## src/rtl/ccins_pkg.sv

```systemverilog
package ccins_pkg;
  localparam int NUM_CH = 2;
  localparam logic [7:0] NULL_CHAR = 8'h80;

  typedef struct packed {
    logic [7:0] hi;
    logic [7:0] lo;
  } cc_pair_t;
endpackage

```

## src/rtl/cc_pair_store.sv

```systemverilog
module cc_pair_store
  import ccins_pkg::*;
#(
  parameter int CH_ID = 0
) (
  input  logic       clk,
  input  logic       rst_n,
  input  logic       wr_en,
  input  logic [1:0] wr_addr,
  input  logic [7:0] wr_data,
  input  logic       take,
  output cc_pair_t   send_pair,
  output logic       fresh
);
  localparam logic CH_BIT = 1'(CH_ID);

  logic     sel, lo_wr, hi_wr;
  logic [7:0] stage_lo;
  cc_pair_t held;

  assign sel   = wr_en && (wr_addr[1] == CH_BIT);
  assign lo_wr = sel && !wr_addr[0];
  assign hi_wr = sel && wr_addr[0];

  always_ff @(posedge clk) begin
    if (!rst_n) begin
      stage_lo <= '0;
      held     <= '0;
      fresh    <= 1'b0;
    end else begin
      if (lo_wr) stage_lo <= wr_data;
      if (hi_wr) begin
        held  <= '{hi: wr_data, lo: stage_lo};
        fresh <= 1'b1;
      end else if (take) begin
        fresh <= 1'b0;
      end
    end
  end

  assign send_pair = fresh ? held : '{hi: NULL_CHAR, lo: NULL_CHAR};


  commit_fresh_chk: assert property (@(posedge clk) disable iff (!rst_n)
    hi_wr |=> fresh);

  take_clear_chk: assert property (@(posedge clk) disable iff (!rst_n)
    (take && !hi_wr) |=> !fresh);

  first_byte_only_chk: assert property (@(posedge clk) disable iff (!rst_n)
    (lo_wr && !take) |=> $stable(fresh));
endmodule

```

## src/rtl/cc_wave_ser.sv

```systemverilog
module cc_wave_ser #(
  parameter int BIT_TICKS  = 27,
  parameter int RUNIN_BITS = 7,
  parameter int DATA_BITS  = 16
) (
  input  logic                 clk,
  input  logic                 rst_n,
  input  logic                 tick,
  input  logic                 start,
  input  logic [DATA_BITS-1:0] payload,
  output logic                 active,
  output logic                 level
);
  localparam int TOTAL_BITS = RUNIN_BITS + 3 + DATA_BITS;
  localparam int IDX_W = $clog2(TOTAL_BITS + 1);
  localparam int PH_W  = $clog2(BIT_TICKS + 1);
  localparam logic [IDX_W-1:0] IDX_LAST  = IDX_W'(TOTAL_BITS - 1);
  localparam logic [IDX_W-1:0] IDX_RUNEND = IDX_W'(RUNIN_BITS);
  localparam logic [IDX_W-1:0] IDX_ONE   = IDX_W'(RUNIN_BITS + 2);
  localparam logic [IDX_W-1:0] IDX_DATA  = IDX_W'(RUNIN_BITS + 3);
  localparam logic [PH_W-1:0]  PH_LAST   = PH_W'(BIT_TICKS - 1);
  localparam logic [PH_W-1:0]  PH_HALF   = PH_W'(BIT_TICKS / 2);

  logic [IDX_W-1:0]     idx;
  logic [PH_W-1:0]      phase;
  logic [DATA_BITS-1:0] shreg;

  always_ff @(posedge clk) begin
    if (!rst_n) begin
      active <= 1'b0;
      idx    <= '0;
      phase  <= '0;
      shreg  <= '0;
    end else if (start) begin
      active <= 1'b1;
      idx    <= '0;
      phase  <= '0;
      shreg  <= payload;
    end else if (active && tick) begin
      if (phase == PH_LAST) begin
        phase <= '0;
        if (idx >= IDX_DATA) shreg <= shreg >> 1;
        if (idx == IDX_LAST) active <= 1'b0;
        else                 idx    <= idx + 1'b1;
      end else begin
        phase <= phase + 1'b1;
      end
    end
  end

  always_comb begin
    if (!active)             level = 1'b0;
    else if (idx < IDX_RUNEND) level = (phase < PH_HALF);
    else if (idx < IDX_ONE)  level = 1'b0;
    else if (idx == IDX_ONE) level = 1'b1;
    else                     level = shreg[0];
  end


  burst_end_chk: assert property (@(posedge clk) disable iff (!rst_n)
    (active && tick && !start && phase == PH_LAST && idx == IDX_LAST) |=> !active);

  idle_level_chk: assert property (@(posedge clk) disable iff (!rst_n)
    !active |-> !level);

  no_restart_chk: assert property (@(posedge clk) disable iff (!rst_n)
    start |-> !active);

  idx_bound_chk: assert property (@(posedge clk) disable iff (!rst_n)
    active |-> (idx <= IDX_LAST && phase <= PH_LAST));
endmodule

```

## src/rtl/cc_line_inserter.sv

```systemverilog
module cc_line_inserter
  import ccins_pkg::*;
#(
  parameter int START_PIX  = 130,
  parameter int CC_LINE    = 21,
  parameter int XDS_LINE   = 284,
  parameter int BIT_TICKS  = 27,
  parameter int RUNIN_BITS = 7,
  parameter int LINE_W     = 10,
  parameter int PIX_W      = 11
) (
  input  logic              clk,
  input  logic              rst_n,
  input  logic              pix_tick,
  input  logic              wr_en,
  input  logic [1:0]        wr_addr,
  input  logic [7:0]        wr_data,
  input  logic              cc_enable,
  input  logic              xds_enable,
  input  logic [LINE_W-1:0] line_num,
  input  logic              field,
  input  logic [PIX_W-1:0]  pix_pos,
  output logic              cc_active,
  output logic              cc_level
);
  localparam logic [PIX_W-1:0]  START_V = PIX_W'(START_PIX);
  localparam logic [LINE_W-1:0] CC_V    = LINE_W'(CC_LINE);
  localparam logic [LINE_W-1:0] XDS_V   = LINE_W'(XDS_LINE);

  cc_pair_t          pairs [NUM_CH];
  logic [NUM_CH-1:0] fresh_v;
  logic [NUM_CH-1:0] take;
  logic              at_start, hit_cc, hit_xds, start;
  cc_pair_t          payload;

  assign at_start = pix_tick && (pix_pos == START_V) && !cc_active;
  assign hit_cc   = at_start && cc_enable  && (line_num == CC_V)  && !field;
  assign hit_xds  = at_start && xds_enable && (line_num == XDS_V) && field;
  assign take     = {hit_xds, hit_cc};
  assign start    = hit_cc || hit_xds;
  assign payload  = hit_xds ? pairs[1] : pairs[0];

  for (genvar g = 0; g < NUM_CH; g++) begin : g_ch
    cc_pair_store #(.CH_ID(g)) u_store (
      .clk       (clk),
      .rst_n     (rst_n),
      .wr_en     (wr_en),
      .wr_addr   (wr_addr),
      .wr_data   (wr_data),
      .take      (take[g]),
      .send_pair (pairs[g]),
      .fresh     (fresh_v[g])
    );
  end

  cc_wave_ser #(
    .BIT_TICKS  (BIT_TICKS),
    .RUNIN_BITS (RUNIN_BITS),
    .DATA_BITS  (16)
  ) u_ser (
    .clk     (clk),
    .rst_n   (rst_n),
    .tick    (pix_tick),
    .start   (start),
    .payload (payload),
    .active  (cc_active),
    .level   (cc_level)
  );


  slot_line_chk: assert property (@(posedge clk) disable iff (!rst_n)
    $rose(cc_active) |-> (($past(line_num) == CC_V && !$past(field)) ||
                          ($past(line_num) == XDS_V && $past(field))));

  slot_pix_chk: assert property (@(posedge clk) disable iff (!rst_n)
    $rose(cc_active) |-> ($past(pix_tick) && $past(pix_pos) == START_V));

  one_take_chk: assert property (@(posedge clk) disable iff (!rst_n)
    $onehot0(take));
endmodule

```

## config.mk

```make
export PLATFORM = sky130hd
export DESIGN_NAME = cc_line_inserter
export DESIGN_NICKNAME = d
export VERILOG_FILES = /design/src/rtl/ccins_pkg.sv /design/src/rtl/cc_pair_store.sv /design/src/rtl/cc_wave_ser.sv /design/src/rtl/cc_line_inserter.sv
export SDC_FILE = /design/constraint.sdc
export NUM_CORES = 1
export LEC_CHECK = 0
export ABC_CLOCK_PERIOD_IN_PS = 2620
export BUFFER_PORTS_ARGS = -buffer_cell sky130_fd_sc_hd__buf_2
export CAP_MARGIN = 15
export CORE_ASPECT_RATIO = 0.5
export CORE_MARGIN = 3
export CORE_UTILIZATION = 59
export CTS_CLUSTER_SIZE = 24
export DETAILED_ROUTE_END_ITERATION = 7
export GPL_TIMING_DRIVEN = 0
export PLACE_DENSITY = 0.8
export REMOVE_ABC_BUFFERS = 1
export SLEW_MARGIN = 5
export SYNTH_ARGS = -nofsm -noshare
export SYNTH_HDL_FRONTEND = slang
export SYNTH_HIERARCHICAL = 1
export SYNTH_SLANG_ARGS = --single-unit
```

## constraint.sdc

```tcl
create_clock -name clk -period 2.62 [get_ports clk]
set_input_delay 0.524 -clock clk [delete_from_list [all_inputs] [get_ports clk]]
set_output_delay 0.524 -clock clk [all_outputs]
set_load 0.1 [all_outputs]
```

==> impl_metrics.tcl, run 1 <==
set metrics [dict create \
    status "completed" \
    ys_warn_count 6 \
    place.gp.congestion 0.781 \
    grt-ovfl-total 0 \
    num_vias 2867 \
    fp.dieW_um 121 \
    relSlewSlack_pct 26.1 \
    crit_type "reg -> reg" \
    num_io_pins 40 \
    start_util_pct 62.4 \
    worstSkewPairLatency_ps 340 \
    syn_to_final_growth_pct 13.5 \
    wl_per_cell_um 16.0 \
    cp_slowest_cell "dfxtp_1" \
    synthCells 397 \
    io_buffers 39 \
    fp-row-count 20 \
    power_leakage_uw 0.00200 \
    min_from "g_ch[0].u_store/held[0]" \
    dieArea_um2 7660 \
    hpwl_um 5360 \
    n_fill_cell 466 \
    grt_max_degree 54 \
    routed_via_density 5.53 \
    ys_types 50 \
    cts-hold-fix-buffers 0 \
    setup_viol 0 \
    synth.area.mux_share_pct 21.8 \
    startpoint_type "flop" \
    insertedDiodeCount 0 \
    drive_above_1_share_pct 21.2 \
    ys_async_sr_fraction_pct 0 \
    vdd_drop_max_mv 0.328 \
    min_path_cells 2 \
    tightest_slew_ps 1110 \
    r2r_slack_ps 120 \
    yosysSeqAreaShare_pct 39.7 \
    period_share_pct 95.5 \
    clk_path_buf_depth 2 \
    cts_tree "yes" \
    power_uw 2680 \
    p_per_area_nw_per_um2 608 \
    maxCapViolCount 0 \
    synth_area_um2 3890 \
    reg2reg_to "u_ser/shreg[6]" \
    place_area_um2 4030 \
    antenna_found_initial 0 \
    multi_input_area_um2 2160 \
    worst_clock_skew_ps 3.93 \
    fmax_ghz 0.400 \
    clock-sinks 77 \
    clk_pin_slew_ps 60 \
    synth_compound_area_share_pct 6.98 \
    ant_nets 0 \
    cp.required_ps 2900 \
    worstRegToRegCells 8 \
    core_um2 6230 \
    synth-xor-area-share_pct 1.58 \
    crit_start "u_ser/active" \
    wirelength_um 8290 \
    synth_edf_count 0 \
    min_path_type "reg -> reg" \
    grt_pass1_vias 2892 \
    synth_fa_ha_area_share_pct 1.61 \
    r2r-start "u_ser/active" \
    hold_end "g_ch[0].u_store/held[0]" \
    ys.flop_type "dfxtp_1" \
    worst_path_largest_cell_delay_ps 370 \
    final_common_cell "dfxtp_1" \
    synth_top_family_by_area "simple AND/OR/NAND/NOR gates" \
    crit_chain "nor4b_2, nand4_2, nor3_2, or2_4, nor2_1, nand2_2, and2_4, o211a_1" \
    layout_common_cells "77 x dfxtp_1, 68 x nand2_1, 63 x mux2i_1" \
    drv_slew 0 \
    final_cell_area_um2 4410 \
    drc 0 \
    grt_pass1_wl_um 13600 \
    cts_made_buffers 9 \
    hold_viol 0 \
    cts_root_buffer "clkbuf_16" \
    seqCellArea_um2 1540 \
    yosys_register_bits 77 \
    drt_first_pass_iters 5 \
    htreeDepth 3 \
    yosys.area_share.simple_pct 22.9 \
    worstPathArrival_ps 2780 \
    synth_area_per_cell_um2 9.79 \
    nets 468 \
    cp_max_fo 16 \
    drt_iter0_markers 200 \
    fin_crit_ps 2500 \
    die_h_um 63.4 \
    cp-end-kind "flop" \
    grtUsageTotal_pct 22.7 \
]
[flip-flops by register name (all words and copies together) (netlist names)]
signal / cells
g_ch.u_store/stage_lo: 16
g_ch.u_store/fresh: 2
u_ser/active: 1
u_ser/idx: 5
g_ch.u_store/held: 32
u_ser/shreg: 16
u_ser/phase: 5
[power breakdown]
part / leakage (uW) / internal, uW / switching (uW)
combinational: 0.00122 / 60.4 / 74.4
clock: 0.000158 / 857 / 483
sequential: 0.000623 / 1190 / 13.9
[cell families (layout without fill, tap and decap cells)]
logic type	count (synthesis)	in the layout
AO/OA/AOI/OAI	31	31
XOR/XNOR	7	7
adder cells (fa/ha/maj)	5	5
buffers and inverters	31	63
flip-flops	77	77
multiplexers	79	79
AND/OR/NAND/NOR	167	168
[per-stage QoR]
stage / utilization [%] / hold WS, ps / worst slack (ps) / setup TNS, ps / cells
CTS: 70.3 / 451 / 74.6 / 0 / 516
finish: 70.8 / 458 / 117 / 0 / 518
global placement: 64.1 / 437 / -257 / -4030 / 497
global route: 70.8 / 468 / -22.0 / -50.2 / 518
floorplan: - / 428 / -611 / -2370 / 370
detailed placement: 64.7 / 442 / -352 / -6100 / 499
[critical path, delay by kind of cell, from the launching register on]
kind	cells	cell delay (ps)
AO/OA/AOI/OAI	1	180
flip-flops	1	370
AND/OR/NAND/NOR	7	1890
[what timing repair did]
item,in CTS,in global routing
gates cloned,0,1
pin swaps,1,1
setup endpoints to repair,16,16
resized for setup,1,2
setup buffers,1,0
endpoints found under the hold margin,0,0
[cells in the mapped netlist, drive strengths merged (3+ instances only)]
master   n  area [um2]
mux2    16         218
nand3   22         110
clkbuf   7        26.3
xnor2    4        35.0
nand2   69         262
xor2     3        26.3
dfxtp   77        1540
nand4    4        31.3
nor4b    3        47.5
inv      4        15.0
nor3     6        46.3
buf     20         170
ha       5        62.6
and2    30         190
a21oi    4        20.0
o211a   15         150
nand2b   7        43.8
nor2    14        52.6
mux2i   63         631
[layout make-up]
| class | count | share of cell area (%) |
|---|---|---|
| multi-input combinational | 290 | 48.9 |
| sequential | 77 | 34.9 |
| timing repair buffer | 43 | 5.93 |
| clock buffer | 10 | 5.42 |
| tap | 88 | 2.50 |
| clock inverter | 6 | 1.96 |
| inverter | 4 | 0.340 |
[how the worst max path moves through the flow]
stage               slack (ps)             end  depth (start not counted)
finish                     120  u_ser/shreg[6]                          8
global route               -20  u_ser/shreg[8]                          8
CTS                         70  u_ser/shreg[6]                          8
detailed placement        -350  u_ser/shreg[4]                          8
global placement          -260  u_ser/shreg[5]                          8
floorplan                 -610        cc_level                          2
[metal layers]
layer  vias to the layer above  wire length (um)  track usage [%]
met3                         7               487             8.25
met4                         0                72             6.07
met5                         -                 0                0
li1                       1427                 -                -
met2                        76              3810             36.5
met1                      1357              3920             28.9
Power figures use the tool's default switching activity.
==> inputs of run 2 (changes only) <==
--- a/config.mk
+++ b/config.mk
@@ -5,16 +5,16 @@
 export SDC_FILE = /design/constraint.sdc
 export NUM_CORES = 1
 export LEC_CHECK = 0
-export ABC_CLOCK_PERIOD_IN_PS = 2620
+export ABC_CLOCK_PERIOD_IN_PS = 2100
 export BUFFER_PORTS_ARGS = -buffer_cell sky130_fd_sc_hd__buf_2
 export CAP_MARGIN = 15
 export CORE_ASPECT_RATIO = 0.5
 export CORE_MARGIN = 3
-export CORE_UTILIZATION = 59
+export CORE_UTILIZATION = 53
 export CTS_CLUSTER_SIZE = 24
 export DETAILED_ROUTE_END_ITERATION = 7
 export GPL_TIMING_DRIVEN = 0
-export PLACE_DENSITY = 0.8
+export PLACE_DENSITY = 0.76
 export REMOVE_ABC_BUFFERS = 1
 export SLEW_MARGIN = 5
 export SYNTH_ARGS = -nofsm -noshare
==> constraint.sdc (replaced) <==
create_clock -name clk -period 2.1 [get_ports clk]
set_input_delay 0.42 -clock clk [delete_from_list [all_inputs] [get_ports clk]]
set_output_delay 0.42 -clock clk [all_outputs]
set_load 0.1 [all_outputs]
==> run 2 against run 1 <==
  * The flow now finishes with violations (negative setup slack)
  * Clock skew is 2.5 ps higher
  * Clock power increased by 15%
  * Utilization decreased by 3.0 points
  * Fmax is 18% higher
  * First-iteration DRC count fell by 7.5%
  * Sequential power rose by 24%
  * Critical path depth up 1
  * Critical path type unchanged
  * Highest routed layer unchanged
==> impl_metrics.tcl, run 2 (synthesis gave the netlist of run 1 again) <==
set metrics [dict create \
    grt_pass1_wl_um 13600 \
    drt_first_pass_iters 4 \
    start_util_pct 56.5 \
    num_io_pins 40 \
    fmax_ghz 0.472 \
    ant_nets 0 \
    worstPathArrival_ps 2340 \
    grt_max_degree 46 \
    rsz0062_at_grt "yes" \
    clk_path_buf_depth 2 \
    layout_common_cells "74 x dfxtp_1, 68 x nand2_1, 63 x mux2i_1" \
    fin_ws_ps -17.6 \
    routed_via_density 5.48 \
    fin_crit_ps 2120 \
    die_h_um 66.6 \
    worst_path_largest_cell_delay_ps 370 \
    nets 489 \
    wl_per_cell_um 15.8 \
    antenna_found_initial 0 \
    n_fill_cell 512 \
    status "finished with violations" \
    drc 0 \
    grt_pass1_vias 2816 \
    cp_max_fo 6 \
    largest_reg_flops 32 \
    tightest_slew_ps 1110 \
    min_path_type "in -> reg" \
    cts_made_buffers 9 \
    place.gp.congestion 0.830 \
    vdd_drop_max_mv 0.432 \
    grt-ovfl-total 0 \
    pre_cts_ws_ps -711 \
    setup_tns_ps -17.6 \
    cts_tree "yes" \
    p_per_area_nw_per_um2 689 \
    cp-end-kind "flop" \
    io_buffers 39 \
    setup_viol 1 \
    crit_type "reg -> reg" \
    startpoint_type "flop" \
    clk_pin_slew_ps 60 \
    drive_above_1_share_pct 26.2 \
    cts_root_buffer "clkbuf_16" \
    final_cell_area_um2 4670 \
    insertedDiodeCount 0 \
    worst_clock_skew_ps 6.42 \
    power_leakage_uw 0.00216 \
    num_vias 2974 \
    fp.dieW_um 127 \
    grtUsageTotal_pct 20.8 \
    syn_to_final_growth_pct 20.1 \
    crit_chain "nor4b_4, nand4_4, buf_4, nor3_4, buf_6, or2_4, mux2i_1, nand3_1, o211a_1" \
    hpwl_um 5110 \
    core_um2 6880 \
    maxCapViolCount 0 \
    htreeDepth 3 \
    critPathBufInv 2 \
    clock-sinks 77 \
    cp_slowest_cell "dfxtp_4" \
    final_common_cell "dfxtp_1" \
    hold_viol 0 \
    period_share_pct 101 \
    reg.largest.list "g_ch.u_store/held x32, g_ch.u_store/stage_lo x16, u_ser/shreg x16" \
    relSlewSlack_pct 26.2 \
    cp.required_ps 2330 \
    violations "negative setup slack" \
    place_area_um2 4040 \
    drt_iter0_markers 185 \
    cts-hold-fix-buffers 0 \
    wirelength_um 8570 \
    fp-row-count 21 \
    crit_family "simple AND/OR/NAND/NOR gates" \
    dieArea_um2 8460 \
    worstSkewPairLatency_ps 340 \
    top_register "g_ch.u_store/held" \
    drv_slew 0 \
]
==> run 2: cell count changes in the layout (fill, tap and decap cells not counted), sizes merged <==
cell / delta
clkinvlp: -1
bufinv: -1
and2: +1
or2: +1
buf: +19
clkinv: +2
==> run 2: layer usage <==
layer / routed length [um] / up-vias / global-route usage (%) / share of wire [%]
met5: 0 / - / 0 / 0
met4: 116 / 0 / 5.61 / 1.4
met3: 446 / 8 / 7.13 / 5.2
met2: 4090 / 75 / 34.3 / 48
met1: 3910 / 1417 / 26.3 / 46
li1: - / 1474 / - / -
==> run 2: tightest hold or removal path, delay by kind of cell <==
kind	cells	cell delay [ps]
muxes	1	60
buffers and inverters	1	100
and+or+nand+nor	1	70
==> run 2: metrics by stage <==
stage	utilization, %	hold WS, ps	power [uW]	instances
floorplan	-	428	1610	370
global placement	58.1	437	1690	501
detailed placement	58.7	446	1700	503
CTS	65.6	354	3240	530
global route	67.8	359	3330	543
finish	67.8	365	3210	543
==> run 2: timing repair <==
item                       CTS  global route
hold endpoints to repair     0             0
gates resized for setup     11            17
pin swaps                    6            10
gates cloned                 3             1
buffers inserted             8            12
setup endpoints to repair   27            22
==> run 2: area by class of cell <==
cell class / count / area (um2) / share of cell area (%)
Timing Repair Buffer: 62 / 462 / 9.89
Tap cell: 92 / 115 / 2.47
Multi-Input combinational cell: 292 / 2220 / 47.6
Inverter: 4 / 15.0 / 0.322
Clock inverter: 6 / 62.6 / 1.34
Sequential cell: 77 / 1550 / 33.3
Clock buffer: 10 / 239 / 5.12
==> run 2: power by group <==
part           switching, uW  total [uW]  internal, uW
logic                   93.3         170          77.0
clock network            595        1540           949
registers               18.1        1500          1480
==> run 2: final timing paths <==
kind / from / to / slack, ps / depth (start not counted)
setup / recovery: u_ser/active / u_ser/shreg[0] / -20 / 9
hold / removal: wr_data[6] / g_ch[1].u_store/stage_lo[6] / 370 / 3
setup reg to reg: u_ser/active / u_ser/shreg[0] / -20 / 9
hold reg to reg: g_ch[0].u_store/held[5] / g_ch[0].u_store/held[5] / 450 / 2
==> inputs of run 3 (changes only) <==
--- a/config.mk
+++ b/config.mk
@@ -16,6 +16,7 @@
 export GPL_TIMING_DRIVEN = 0
 export PLACE_DENSITY = 0.76
 export REMOVE_ABC_BUFFERS = 1
+export SETUP_SLACK_MARGIN = 0.3
 export SLEW_MARGIN = 5
 export SYNTH_ARGS = -nofsm -noshare
 export SYNTH_HDL_FRONTEND = slang
==> run 3 against run 2 <==
  * The flow now finishes without violations
  * Combinational power up 5%
  * Clock skew fell by 0.75 ps
  * Flip-flop and latch count stayed put
  * Wire length up 3.9%
  * Critical path type unchanged
==> impl_metrics.tcl, run 3 (synthesis gave the netlist of run 1 again) <==
set metrics [dict create \
    clk_pin_slew_ps 60 \
    multi_input_area_um2 2310 \
    grt_pass1_wl_um 14300 \
    fp.dieW_um 127 \
    clock-sinks 77 \
    min_path_cells 3 \
    pre_cts_ws_ps -711 \
    worst_clock_skew_ps 5.66 \
    final_common_cell "dfxtp_1" \
    drv_slew 0 \
    p_per_area_nw_per_um2 679 \
    critPathMostFrequentCell "buf_6" \
    routed_via_density 5.56 \
    period_share_pct 99.9 \
    num_io_pins 40 \
    die_h_um 66.6 \
    antenna_found_initial 1 \
    nets 486 \
    crit_type "reg -> reg" \
    worstRegToRegCells 9 \
    startpoint_type "flop" \
    grtUsageTotal_pct 21.9 \
    cp-end-kind "flop" \
    hpwl_um 5110 \
    cp.required_ps 2320 \
    htreeDepth 3 \
    seqCellArea_um2 1550 \
    cts_root_buffer "clkbuf_16" \
    tightest_slew_ps 1120 \
    power_uw 3220 \
    largest_reg_flops 32 \
    grt_max_degree 46 \
    syn_to_final_growth_pct 22.1 \
    worstSkewPairLatency_ps 340 \
    dieArea_um2 8460 \
    fin_crit_ps 2100 \
    cts-hold-fix-buffers 0 \
    core_um2 6880 \
    wirelength_um 8900 \
    crit_chain "nor4b_4, nand4_4, buf_6, nor3_4, or2_4, o21bai_4, buf_6, nand3_1, o211a_1" \
    hold_slack_ps 361 \
    num_vias 3009 \
    start_util_pct 56.5 \
    cts_tree "yes" \
    layout_common_cells "74 x dfxtp_1, 68 x nand2_1, 60 x mux2i_1" \
    cts_made_buffers 9 \
    setup_tns_ps 0 \
    rsz0062_at_grt "yes" \
    drive_above_1_share_pct 28.8 \
    n_fill_cell 495 \
    place.gp.congestion 0.830 \
    maxCapViolCount 0 \
    fp-row-count 21 \
    worst_path_largest_cell_delay_ps 350 \
    cp_max_fo 6 \
    fmax_ghz 0.477 \
    setup_viol 0 \
    worstPathArrival_ps 2320 \
    reg.largest.list "g_ch.u_store/held x32, g_ch.u_store/stage_lo x16, u_ser/shreg x16" \
    drt_iter0_markers 211 \
    clk_path_buf_depth 2 \
    top_register "g_ch.u_store/held" \
    drc 0 \
    grt-ovfl-total 0 \
    relSlewSlack_pct 25.2 \
    drt_first_pass_iters 4 \
    io_buffers 39 \
    fin_ws_ps 2.39 \
    min_path_type "in -> reg" \
    wl_per_cell_um 16.5 \
    ant_nets 0 \
    cp_slowest_cell "dfxtp_4" \
    vdd_drop_max_mv 0.471 \
    power_leakage_uw 0.00216 \
    status "completed" \
    grt_pass1_vias 2973 \
    hold_viol 0 \
]
[run 3: cell types whose count changed in the layout (fill, tap and decap cells not counted), moves of 3 or more]
| cell | previous run | this run |
|---|---|---|
| buf_4 | 12 | 6 |
| mux2_2 | 6 | 1 |
| mux2_4 | 10 | 15 |
| mux2i_1 | 63 | 60 |
| mux2i_2 | 0 | 3 |
| nor2_1 | 14 | 11 |
| nor2_2 | 0 | 3 |
[run 3: worst max-delay path: cells and delay by family (launching register included)]
kind | cells | cell delay, ps
compound gates | 2 | 350
buf+inv | 2 | 320
flops | 1 | 350
simple gates | 5 | 960
[run 3: report_power, final]
part / total, uW / internal [uW] / switching [uW] / leakage [uW]
sequential: 1500 / 1480 / 18.2 / 0.000625
combinational: 178 / 81.9 / 96.1 / 0.00138
clock: 1540 / 949 / 596 / 0.000152
[run 3: area by class of cell]
| cell class | instances | share of cell area [%] |
|---|---|---|
| clock buffers | 10 | 5.04 |
| multi-input cells | 293 | 48.6 |
| inverters | 4 | 0.316 |
| clock inverters | 6 | 1.32 |
| repair buffers | 58 | 9.52 |
| diodes | 1 | 0.0527 |
| well taps | 92 | 2.43 |
| flip-flops and latches | 77 | 32.7 |
[run 3: through the flow]
step	instances	area [um2]	utilization (%)
4_1_cts	536	4630	67.3
2_1_floorplan	370	3690	-
3_5_place_dp	503	4040	58.7
3_3_place_gp	501	4000	58.1
6_report	541	4750	68.9
5_1_grt	541	4750	68.9
[run 3: path summary, 6_finish.rpt]
path,startpoint,endpoint,slack [ps]
hold reg to reg,g_ch[0].u_store/held[5],g_ch[0].u_store/held[5],450
hold / removal,wr_data[6],g_ch[1].u_store/stage_lo[6],360
setup / recovery,u_ser/active,u_ser/shreg[9],2
setup reg to reg,u_ser/active,u_ser/shreg[9],2
[run 3: routing by layer]
layer  up-vias  share of wire, %  GRT usage [%]
met3        13               5.4           6.33
met2        70                48           36.0
met5         -                 0              0
met4         0               1.8           7.62
met1      1459                44           27.8
li1       1467                 -              -
[run 3: what timing repair did]
| item | in CTS | in global routing |
|---|---|---|
| setup endpoints to repair | 28 | 27 |
| endpoints found under the hold margin | 0 | 0 |
| gates cloned | 5 | 0 |
| resized for setup | 33 | 18 |
| pin swaps | 14 | 12 |
| buffers inserted | 12 | 3 |
